File: src/rtl/bmdma_engine.sv
module bmdma_engine (
  input  logic        clk,
  input  logic        rst_n,
  input  logic [2:0]  reg_addr,
  input  logic        reg_wr,
  input  logic [7:0]  reg_wdata,
  output logic [7:0]  reg_rdata,
  input  logic        xfer_start,
  input  logic        xfer_dir,
  input  logic        irq_mask,
  input  logic        dev_irq,
  output logic        irq,
  output logic [7:0]  tf_status,
  output logic        mem_req,
  output logic        mem_we,
  output logic [31:0] mem_addr,
  output logic [7:0]  mem_wdata,
  input  logic [7:0]  mem_rdata,
  input  logic        mem_ack,
  input  logic        dev_in_valid,
  input  logic [7:0]  dev_in_data,
  input  logic        dev_in_last,
  output logic        dev_in_ready,
  output logic        dev_out_valid,
  output logic [7:0]  dev_out_data,
  input  logic        dev_out_ready
);
  localparam int DESC_BYTES = 8;

  typedef enum logic [1:0] {S_IDLE, S_FETCH, S_XFER, S_DONE} state_t;

  state_t      st;
  logic [31:0] tbl_ptr, dptr, xaddr;
  logic [2:0]  bidx;
  logic [15:0] d_cnt;
  logic [16:0] rem;
  logic        d_end, dir, eod;
  logic [7:0]  hold;
  logic        hold_v;
  logic        stat_intr;

  wire act      = (st != S_IDLE);
  wire in_xfer  = (st == S_XFER);
  wire done     = (st == S_DONE);
  wire cmd_kick = reg_wr && reg_addr == 3'd0 && reg_wdata[0];
  wire w1c_intr = reg_wr && reg_addr == 3'd2 && reg_wdata[2];
  wire fire     = !irq_mask && (dev_irq || cmd_kick || done);
  wire step     = in_xfer && hold_v && (dir ? dev_out_ready : mem_ack);

  assign mem_req       = (st == S_FETCH) || (in_xfer && (dir ? !hold_v : hold_v));
  assign mem_we        = in_xfer && !dir;
  assign mem_addr      = (st == S_FETCH) ? dptr + {29'd0, bidx} : xaddr;
  assign mem_wdata     = hold;
  assign dev_in_ready  = in_xfer && !dir && !hold_v;
  assign dev_out_valid = in_xfer && dir && hold_v;
  assign dev_out_data  = hold;

  always_comb begin
    case (reg_addr)
      3'd0:    reg_rdata = 8'h01;
      3'd2:    reg_rdata = {5'd0, stat_intr, 1'b0, act};
      3'd4:    reg_rdata = tbl_ptr[7:0];
      3'd5:    reg_rdata = tbl_ptr[15:8];
      3'd6:    reg_rdata = tbl_ptr[23:16];
      3'd7:    reg_rdata = tbl_ptr[31:24];
      default: reg_rdata = 8'h00;
    endcase
  end

  always_ff @(posedge clk or negedge rst_n) begin
    if (!rst_n) begin
      st        <= S_IDLE;
      tbl_ptr   <= '0;
      dptr      <= '0;
      xaddr     <= '0;
      bidx      <= '0;
      d_cnt     <= '0;
      rem       <= '0;
      d_end     <= 1'b0;
      dir       <= 1'b0;
      eod       <= 1'b0;
      hold      <= '0;
      hold_v    <= 1'b0;
      stat_intr <= 1'b0;
      irq       <= 1'b0;
      tf_status <= 8'h50;
    end else begin
      if (reg_wr) begin
        case (reg_addr)
          3'd4: tbl_ptr[7:0]   <= reg_wdata;
          3'd5: tbl_ptr[15:8]  <= reg_wdata;
          3'd6: tbl_ptr[23:16] <= reg_wdata;
          3'd7: tbl_ptr[31:24] <= reg_wdata;
          default: ;
        endcase
      end
      stat_intr <= (stat_intr && !w1c_intr) || fire || done;
      irq       <= fire;

      case (st)
        S_IDLE: if (xfer_start) begin
          st        <= S_FETCH;
          dir       <= xfer_dir;
          dptr      <= tbl_ptr;
          bidx      <= '0;
          hold_v    <= 1'b0;
          eod       <= 1'b0;
          tf_status <= 8'h80;
        end
        S_FETCH: if (mem_ack) begin
          case (bidx)
            3'd0: xaddr[7:0]   <= mem_rdata;
            3'd1: xaddr[15:8]  <= mem_rdata;
            3'd2: xaddr[23:16] <= mem_rdata;
            3'd3: xaddr[31:24] <= mem_rdata;
            3'd4: d_cnt[7:0]   <= mem_rdata;
            3'd5: d_cnt[15:8]  <= mem_rdata;
            default: ;
          endcase
          bidx <= bidx + 3'd1;
          if (bidx == 3'd7) begin
            st    <= S_XFER;
            d_end <= mem_rdata[7];
            rem   <= (d_cnt == 16'd0) ? 17'h10000 : {1'b0, d_cnt};
            dptr  <= dptr + DESC_BYTES;
          end
        end
        S_XFER: begin
          if (!dir && !hold_v && dev_in_valid) begin
            hold   <= dev_in_data;
            hold_v <= 1'b1;
            eod    <= dev_in_last;
          end
          if (dir && !hold_v && mem_ack) begin
            hold   <= mem_rdata;
            hold_v <= 1'b1;
          end
          if (step) begin
            hold_v <= 1'b0;
            xaddr  <= xaddr + 32'd1;
            rem    <= rem - 17'd1;
            if (eod || (rem == 17'd1 && d_end)) st <= S_DONE;
            else if (rem == 17'd1) begin
              st   <= S_FETCH;
              bidx <= '0;
            end
          end
        end
        S_DONE: begin
          st        <= S_IDLE;
          tf_status <= 8'h50;
        end
        default: st <= S_IDLE;
      endcase
    end
  end
endmodule

File: config.mk
export PLATFORM = sky130hd
export DESIGN_NAME = bmdma_engine
export DESIGN_NICKNAME = d
export VERILOG_FILES = /design/src/rtl/bmdma_engine.sv
export SDC_FILE = /design/constraint.sdc
export NUM_CORES = 1
export LEC_CHECK = 0
export BUFFER_PORTS_ARGS = -buffer_cell sky130_fd_sc_hd__buf_2
export CELL_PAD_IN_SITES_DETAIL_PLACEMENT = 1
export CELL_PAD_IN_SITES_GLOBAL_PLACEMENT = 1
export CORE_MARGIN = 5
export CORE_UTILIZATION = 45
export CTS_CLUSTER_DIAMETER = 50
export DETAILED_ROUTE_END_ITERATION = 12
export GPL_ROUTABILITY_DRIVEN = 0
export PLACE_DENSITY_LB_ADDON = 0.15
export RECOVER_POWER = 25
export SETUP_SLACK_MARGIN = 0.1
export SLEW_MARGIN = 20
export SYNTH_ARGS = -nofsm -noshare
export SYNTH_HDL_FRONTEND = slang
export SYNTH_SLANG_ARGS = --single-unit
File: constraint.sdc
create_clock -name clk -period 2.4 [get_ports clk]
set_input_delay 0.12 -clock clk [delete_from_list [all_inputs] [get_ports clk]]
set_output_delay 0.12 -clock clk [all_outputs]
set_load 0.05 [all_outputs]
==> results of run 1 <==
-- state kept, by name (all words and copies together) (netlist names), 2 cells and up --
register and cells:
tf_status 2, d_cnt 16, dev_out_data 8, xaddr 32, bidx 3, tbl_ptr 32, rem 17, st 2
dptr 32
-- power groups by stage --
| stage | logic [mW] | registers, mW | clock network [mW] |
|---|---|---|---|
| finish | 8.87 | 4.71 | 2.85 |
| global route | 9.35 | 4.80 | 2.99 |
| CTS | 8.29 | 4.59 | 2.84 |
| detailed placement | 7.19 | 4.61 | 0 |
| global placement | 7.06 | 4.56 | 0 |
| floorplan | 5.19 | 4.35 | 0 |
-- routing by layer --
metal,global-route usage,up-vias,wire length [µm]
met3,0.05064,121,2520
met1,0.3800,4871,14890
met4,0.1262,0,1764
met5,0,-,0
met2,0.5248,446,19260
li1,-,4199,-
-- cells in the mapped netlist (all sizes together) (8+ instances only) --
library cell / count
dfrtp: 149
ha: 15
o21ai: 91
nand4: 26
nor4: 20
a31oi: 14
mux2: 48
and3: 12
a21oi: 93
o22a: 14
nor3: 31
nor2: 88
nand2: 115
xor2: 13
a211oi: 8
nor2b: 9
inv: 17
mux2i: 14
o22ai: 20
buf: 32
nand3: 48
xnor2: 16
and2: 12
clkbuf: 51
-- layout make-up --
cell class              count  area [µm²]
fillers                  2355        8509
multi-input cells         813        5728
flip-flops and latches    150        3772
repair buffers            228        1809
clock buffers              20       446.7
well taps                 275       344.1
clock inverters            11       148.9
inverters                  17       63.81
-- worst max-delay path: stages (launching register included) --
cell and delay (ps):
dfrtp_1 500, nand4_1 130, or4_4 620, nor4_4 320, xnor2_1 110, o21ai_2 170
buf_6 180
-- logic make-up (layout without fill, tap and decap cells) --
logic type	Yosys count	after routing
simple gates	403	403
compound gates	291	291
flops	150	150
buf+inv	100	276
mux	69	69
xor+xnor	29	29
fa+ha+maj	16	16
other cells	1	5
-- what timing repair did --
item	CTS	global route
pin swaps	28	26
hold endpoints to repair	85	0
setup buffers	28	16
hold buffers	17	0
endpoints found under the setup margin	32	34
gates resized for setup	147	38
-- final timing paths --
kind / end / slack (ps) / depth (start not counted)
min in group asynchronous: rem[2] / 580 / 2
worst max-delay path: mem_addr[28] / -210 / 6
max in group asynchronous: dptr[26] / 280 / 3
worst min-delay path: dev_out_data[1] / -0.05 / 3
worst min register to register: d_end / 500 / 2
worst max register to register: dptr[8] / -20 / 9
==> impl_metrics.yaml, run 1 <==
cells_and_area:
  layout_common_cells: "dfrtp_1, nand2_1, buf_4"
  antenna_cells: 0
  final_common_cell: "dfrtp_1"
  layoutNonFillerInstCount: 1514
  nets: 1281
  fin_area_mm2: 0.01231
  post-route-util: 0.5913
  syn_to_final_growth_pct: 30.64
  drive_gt1_frac: 0.3398
route:
  routedWlPerCell_um: 25.39
  vias: 9637
  drt_iter0_drc: 874
  via_per_inst: 6.365
  dr.pass1.iters: 5
  drc: 0
  drt_wl_total_mm: 38.44
  final_antenna_net_count: 0
placed_design:
  dp_hpwl_mm: 24.14
  place_ws_ps: 101.5
  dpl_cell_area_mm2: 0.01050
  numPortBuffers: 101
  post-place-cells: 1422
grt:
  grt_util_all_layers: 0.3047
  overflow: 0
  antenna_found_initial: 0
  grt_pass1_wl_mm: 57.41
  grt_pass1_vias: 9878
  grt_max_degree: 65
pwr:
  p_per_area_mw_per_mm2: 1334
  internal-power_mw: 8.374
  p_leak_nw: 5.239
  seq_power_share: 0.287
  p_switching_mw: 8.056
  vdd_drop_max_uv: 678.8
  combPwrFrac: 0.540
  clock_power_share: 0.174
  sw_frac_of_total: 0.4903
  p_total_mw: 16.43
sta:
  rsz0062_at_grt: "yes"
  final-hold-violation-count: 1
  final.hold.worst_slack_ps: -0.05018
  slew_viol_final: 51
  fmax_mhz: 383.0
  setup_viol: 26
  timing.setup.tns_ps: -3139
  finalWorstSetupSlack_ps: -211.1
  skew_ps: 13.42
  fin_crit_sh: 1.088
  slew_headroom: -0.02413
  period_needed_ps: 2611
  worst_slew_pin_slew_ps: 1536
clock_tree:
  cts_buffer_depth: 2
  clkLatencyLatePin_ps: 440
  cts_tree: "built"
  clkTransAtPathRegs_ps: 70
  numCtsBuffers: 17
  clock-sinks: 150
  htreeDepth: 4
  cts-root-buf: "clkbuf_16"
synth:
  synth_top_area_share: 0.3956
  synthAdderAreaFrac: 0.02204
  synth-compound-area-share: 0.1872
  yosysUniqueCellTypes: 74
  syn_area_per_cell_um2: 8.900
  synth_edf_count: 0
  synth.largest_area_cell: "dfrtp_1"
  synth_warnings: 0
  yosys.area_share.xor_xnor: 0.02695
  ys_seq_elements: 150
  synth.area.top_cells: "dfrtp_1, mux2_2, a21oi_1"
  ys_async_sr_fraction: 1.000
  synthesis.area_mm2: 0.009425
  synthSimpleGateAreaFrac: 0.2185
  ys_seq_area_frac: 0.3984
  synth_top_family_by_area: "simple AND/OR/NAND/NOR gates"
  synth_cells: 1059
  ys.flop_type: "dfrtp_1"
  synthMuxAreaShare: 0.08894
floorplanning:
  coreArea_mm2: 0.02082
  start_util: 0.4526
  ios: 107
  rows: 53
  die_w_um: 154.7
  die_h_um: 154.7
  dieArea_mm2: 0.02394
setup_path:
  reg2reg_from: "bidx[0]"
  crit_path_end_kind: "output pin"
  worstSetupPathType: "reg -> out"
  arrival_ps: 2490
  crit_fanout: 8
  required_ps: 2280
  setup.worst_path.start_class: "flop"
  crit_path_start: "dptr[6]"
run:
  max-cap-violations: 1
min_path:
  worstHoldStart: "dev_in_data[1]"
  hp-class: "in -> reg"
outcome:
  failed_checks: "hold timing, capacitance limit, slew limit, setup timing"
  run_status: "complete, but fails checks"
(Power assumes the default switching activity.)
==> inputs of run 2 (changes only) <==
CORE_UTILIZATION = 41   (was 45)
clock period = 2.2 ns   (was 2.4 ns; I/O delays follow)
==> run 2 against run 1 <==
Compared with the run above:
- the flow finishes with violations (hold timing, setup timing)
- final area rose by 6.2%
- non-clock buffer count rose by 43
- cell count rose by 3.5%
- register-to-register slack improved by 60 ps
- worst setup slack got worse by 240 ps
- clock power barely moved
- wire length fell by 0.16%
- global-route usage fell by 3.8 points
- flip-flop and latch count did not move
==> impl_metrics.yaml, run 2 (synthesized netlist as in run 1, its figures left out) <==
outcome:
  run_status: "complete, but fails checks"
  failed_checks: "hold timing, setup timing"
sta:
  skew_ps: 12.05
  final.hold.worst_slack_ps: -1.331
  finalWorstSetupSlack_ps: -451.3
  period_needed_ps: 2651
  slew_viol_final: 0
  worst_slew_pin_slew_ps: 1419
  setup_viol: 30
  fin_crit_sh: 1.205
  final-hold-violation-count: 1
  slew_headroom: 0.05404
  rsz0062_at_grt: "yes"
  fmax_mhz: 377.2
pwr:
  p_total_mw: 18.68
  vdd_drop_max_uv: 591.4
  p_leak_nw: 5.567
  p_per_area_mw_per_mm2: 1429
cells_and_area:
  n_fill_cell: 2505
  fin_area_mm2: 0.01307
  post-route-util: 0.5773
  reg_top3: "dptr x32, tbl_ptr x32, xaddr x32"
  antenna_cells: 0
  final_common_cell: "dfrtp_1"
  drive_gt1_frac: 0.3783
  layout_common_cells: "dfrtp_1, buf_4, nand2_1"
  nets: 1324
  syn_to_final_growth_pct: 38.68
placed_design:
  dp_hpwl_mm: 24.69
  dpl_cell_area_mm2: 0.01099
  numPortBuffers: 101
min_path:
  whs_endpoint: "xaddr[28]"
  hp-class: "in -> reg"
  whs_path_depth: 3
  worstHoldStart: "mem_rdata[4]"
floorplanning:
  die_w_um: 161.6
  start_util: 0.4163
  rows: 55
  coreArea_mm2: 0.02264
  ios: 107
  dieArea_mm2: 0.02612
  die_h_um: 161.6
route:
  vias: 9654
  via_per_inst: 6.161
  drc: 0
  dr.pass1.iters: 5
  drt_wl_total_mm: 38.37
  drt_iter0_drc: 789
  final_antenna_net_count: 0
  routedWlPerCell_um: 24.49
setup_path:
  arrival_ps: 2540
  reg2reg_from: "dptr[15]"
  crit_path_start: "bidx[0]"
  r2r_slack_ps: 40
  rr_worst_depth: 7
  crit_fanout: 6
  setup.worst_path.start_class: "flop"
  worstSetupPathType: "reg -> out"
  r2r_end: "dptr[28]"
  required_ps: 2090
  crit_path_end_kind: "output pin"
clock_tree:
  clkLatencyLatePin_ps: 440
  cts_tree: "built"
  cts_buffer_depth: 2
  clkTransAtPathRegs_ps: 60
  clock-sinks: 150
  cts-root-buf: "clkbuf_16"
  htreeDepth: 4
  numCtsBuffers: 17
grt:
  grt_max_degree: 52
  grt_util_all_layers: 0.2663
  grt_pass1_wl_mm: 55.21
  grt_pass1_vias: 9654
  antenna_found_initial: 0
  overflow: 0
run:
  max-cap-violations: 0
-- run 2: report_power, final --
group / total (mW) / switching, mW / leakage [nW] / internal, mW
Combinational: 11.0 / 6.72 / 3.48 / 4.26
Clock: 2.84 / 1.29 / 0.260 / 1.55
Sequential: 4.86 / 1.11 / 1.83 / 3.75
Total: 18.7 / 9.12 / 5.57 / 9.56
-- run 2: routing by layer --
metal	wire [µm]	GRT usage
met4	1707	0.1038
met5	0	0
met3	1638	0.03649
met2	19420	0.4635
met1	15610	0.3363
-- run 2: through the flow --
step / setup WS, ps / cells / TNS, ps
6_report: -451.3 / 1567 / -7742
4_1_cts: -322.4 / 1539 / -6253
2_1_floorplan: -16.83 / 1063 / -33.66
5_1_grt: -537.6 / 1567 / -9725
3_5_place_dp: -74.30 / 1471 / -227.8
3_3_place_gp: 30.41 / 1471 / 0
-- run 2: timing repair --
item,4_1_cts,5_1_grt
setup endpoints to repair,41,69
pin swaps,14,42
setup buffers,15,31
endpoints found under the hold margin,86,0
hold buffers,20,0
gates cloned,2,1
resized for setup,111,115
-- run 2: worst max-delay path by stage --
| stage | to | slack (ps) | cells past startpoint |
|---|---|---|---|
| after floorplan | dev_in_ready | -20 | 5 |
| after CTS | mem_addr[26] | -320 | 6 |
| final | mem_addr[6] | -450 | 10 |
| after global placement | mem_addr[30] | 30 | 9 |
| after global routing | mem_addr[6] | -540 | 10 |
| after detailed placement | mem_addr[28] | -70 | 9 |
-- run 2: layout make-up --
cell class | instances | area, µm² | area share
Clock buffer | 19 | 432.9 | 0.03312
Clock inverter | 12 | 103.9 | 0.007945
Inverter | 17 | 63.81 | 0.004882
Multi-Input combinational cell | 813 | 6047 | 0.4626
Sequential cell | 150 | 3760 | 0.2876
Tap cell | 285 | 356.6 | 0.02728
Timing Repair Buffer | 271 | 2307 | 0.1765
-- run 2: worst max-delay path, cell delays in order, from the launching register on --
cell     delay, ps
dfrtp_1        390
ha_2           210
inv_2           60
fa_2           230
nor2b_4         60
buf_6          120
nor2_4         330
nor2_2          90
xnor2_1        320
o21ai_2        120
buf_6          170
==> inputs of run 3 (changes only) <==
PLACE_DENSITY_LB_ADDON = 0.1   (was 0.15)
==> run 3 against run 2 <==
Compared with the run above:
- the run ends with capacitance limit, slew limit, setup timing left
- critical path type unchanged
- count of clock-buffer cells in the layout increased by 1
- register-to-register slack got worse by 20 ps
- wire length increased by 0.64%
- flip-flop and latch count unchanged
- critical path depth decreased by 1
==> impl_metrics.yaml, run 3 (synthesized netlist as in run 1, its figures left out) <==
route:
  routedWlPerCell_um: 24.44
  wl_met3_mm: 1.470
  drc: 0
  dr.pass1.iters: 5
  route.met2.wl_mm: 19.47
  drt_wl_total_mm: 38.62
  final_antenna_net_count: 0
  via_per_inst: 6.104
  drt_iter0_drc: 722
  m1WireLength_mm: 16.05
  vias: 9644
  routed.top_layer: "met4"
min_path:
  hp-class: "in -> reg"
clock_tree:
  clkTransAtPathRegs_ps: 70
  clkLatencyLatePin_ps: 440
  htreeDepth: 4
  clock-sinks: 150
  cts_tree: "built"
  numCtsBuffers: 17
  cts-root-buf: "clkbuf_16"
  cts_buffer_depth: 2
pwr:
  internal-power_mw: 9.984
  clock_power_share: 0.154
  combPwrFrac: 0.592
  sw_frac_of_total: 0.4808
  vdd_drop_max_uv: 931.9
  p_switching_mw: 9.245
  p_per_area_mw_per_mm2: 1456
  p_total_mw: 19.23
  seq_power_share: 0.254
  p_leak_nw: 5.677
setup_path:
  worst-path-buf-inv: 2
  crit_fanout: 8
  critPathTopFamily: "adder cells"
  worstSetupPathType: "reg -> out"
  setup.worst_path.start_class: "flop"
  arrival_ps: 2570
  cp_slowest_cell: "dfrtp_1"
  crit_path_end_kind: "output pin"
  cp_cell_sequence: "ha_2, inv_2, fa_2, nor2b_4, or2_4, nand2_1, xor2_1, o21ai_4, buf_4"
  critPathMaxStageDelay_ps: 400
  required_ps: 2090
sta:
  period_needed_ps: 2679
  worst_slew_pin_slew_ps: 1556
  setup_viol: 29
  fin_crit_sh: 1.218
  fmax_mhz: 373.3
  slew_viol_final: 58
  skew_ps: 14.18
  final-hold-violation-count: 0
  rsz0062_at_grt: "yes"
  finalWorstSetupSlack_ps: -478.6
  slew_headroom: -0.03761
cells_and_area:
  n_fill_cell: 2521
  reg_top3: "dptr x32, tbl_ptr x32, xaddr x32"
  seq_area_mm2: 0.003762
  final_common_cell: "dfrtp_1"
  layout_common_cells: "dfrtp_1, buf_4, nand2_1"
  multi_input_area_mm2: 0.006037
  nets: 1336
  post-route-util: 0.5834
  antenna_cells: 0
  drive_gt1_frac: 0.3807
  syn_to_final_growth_pct: 40.14
floorplanning:
  coreArea_mm2: 0.02264
  die_w_um: 161.6
  die_h_um: 161.6
  dieArea_mm2: 0.02612
  ios: 107
  start_util: 0.4163
  rows: 55
grt:
  grt_util_all_layers: 0.2772
  grt_pass1_vias: 9892
  antenna_found_initial: 0
  grt_max_degree: 58
  overflow: 0
  grt_pass1_wl_mm: 57.41
placed_design:
  place_ws_ps: -79.50
  dp_hpwl_mm: 25.29
  numPortBuffers: 101
outcome:
  run_status: "complete, but fails checks"
  failed_checks: "capacitance limit, slew limit, setup timing"
run:
  max-cap-violations: 1
[run 3: changes by cell type in the layout (fill, tap and decap cells not counted), sizes merged]
cell / previous run / this run
clkinv: 5 / 4
bufbuf: 2 / 1
dlygate4sd3: 20 / 19
inv: 20 / 21
buf: 243 / 258
[run 3: area by class of cell]
type / count / area share
Tap cell: 285 / 0.02700
Sequential cell: 150 / 0.2848
Clock buffer: 20 / 0.03457
Inverter: 17 / 0.004831
Timing Repair Buffer: 283 / 0.1830
Clock inverter: 12 / 0.008715
Multi-Input combinational cell: 813 / 0.4570
[run 3: power by group through the flow]
| stage | Sequential [mW] | Combinational, mW | Clock [mW] |
|---|---|---|---|
| floorplan | 4.75 | 5.98 | 0 |
| global placement | 4.79 | 8.65 | 0 |
| detailed placement | 4.84 | 8.79 | 0 |
| CTS | 4.80 | 10.4 | 2.98 |
| global route | 4.97 | 11.9 | 3.12 |
| finish | 4.89 | 11.4 | 2.96 |
[run 3: stage by stage]
stage	instances	instance area, µm²	setup TNS (ps)	hold WS (ps)
finish	1580	13210	-8976	3.143
global route	1580	13210	-10780	16.19
CTS	1553	12730	-6189	6.113
detailed placement	1470	10990	-211.5	132.7
global placement	1470	10990	0	136.5
floorplan	1063	9727	-33.66	-185.6
[run 3: final timing paths]
check | startpoint | endpoint | slack (ps) | cells after the start
worst min register to register | d_end | d_end | 490 | 2
min in group asynchronous | rst_n | rem[3] | 580 | 2
worst min-delay path | dev_in_data[4] | dev_out_data[4] | 3 | 3
worst max register to register | dptr[3] | dptr[19] | 20 | 8
max in group asynchronous | rst_n | dptr[27] | 400 | 3
worst max-delay path | dptr[0] | mem_addr[16] | -480 | 9
[run 3: timing repair]
item / 4_1_cts / 5_1_grt
endpoints found under the hold margin: 96 / 0
pin swaps: 26 / 33
setup buffers: 30 / 26
cloned: 2 / 2
setup endpoints to repair: 54 / 81
hold buffers: 19 / 0
resized for setup: 154 / 57
[run 3: tightest hold or removal path, stage by stage]
cell     delay, ps
buf_2           70
mux2i_1         60
a21oi_1        140
[run 3: metal layers]
metal / up-vias / global-route usage
met1: 4912 / 0.3499
met3: 98 / 0.04363
met2: 305 / 0.4805
met4: 0 / 0.1042
met5: - / 0
li1: 4329 / -
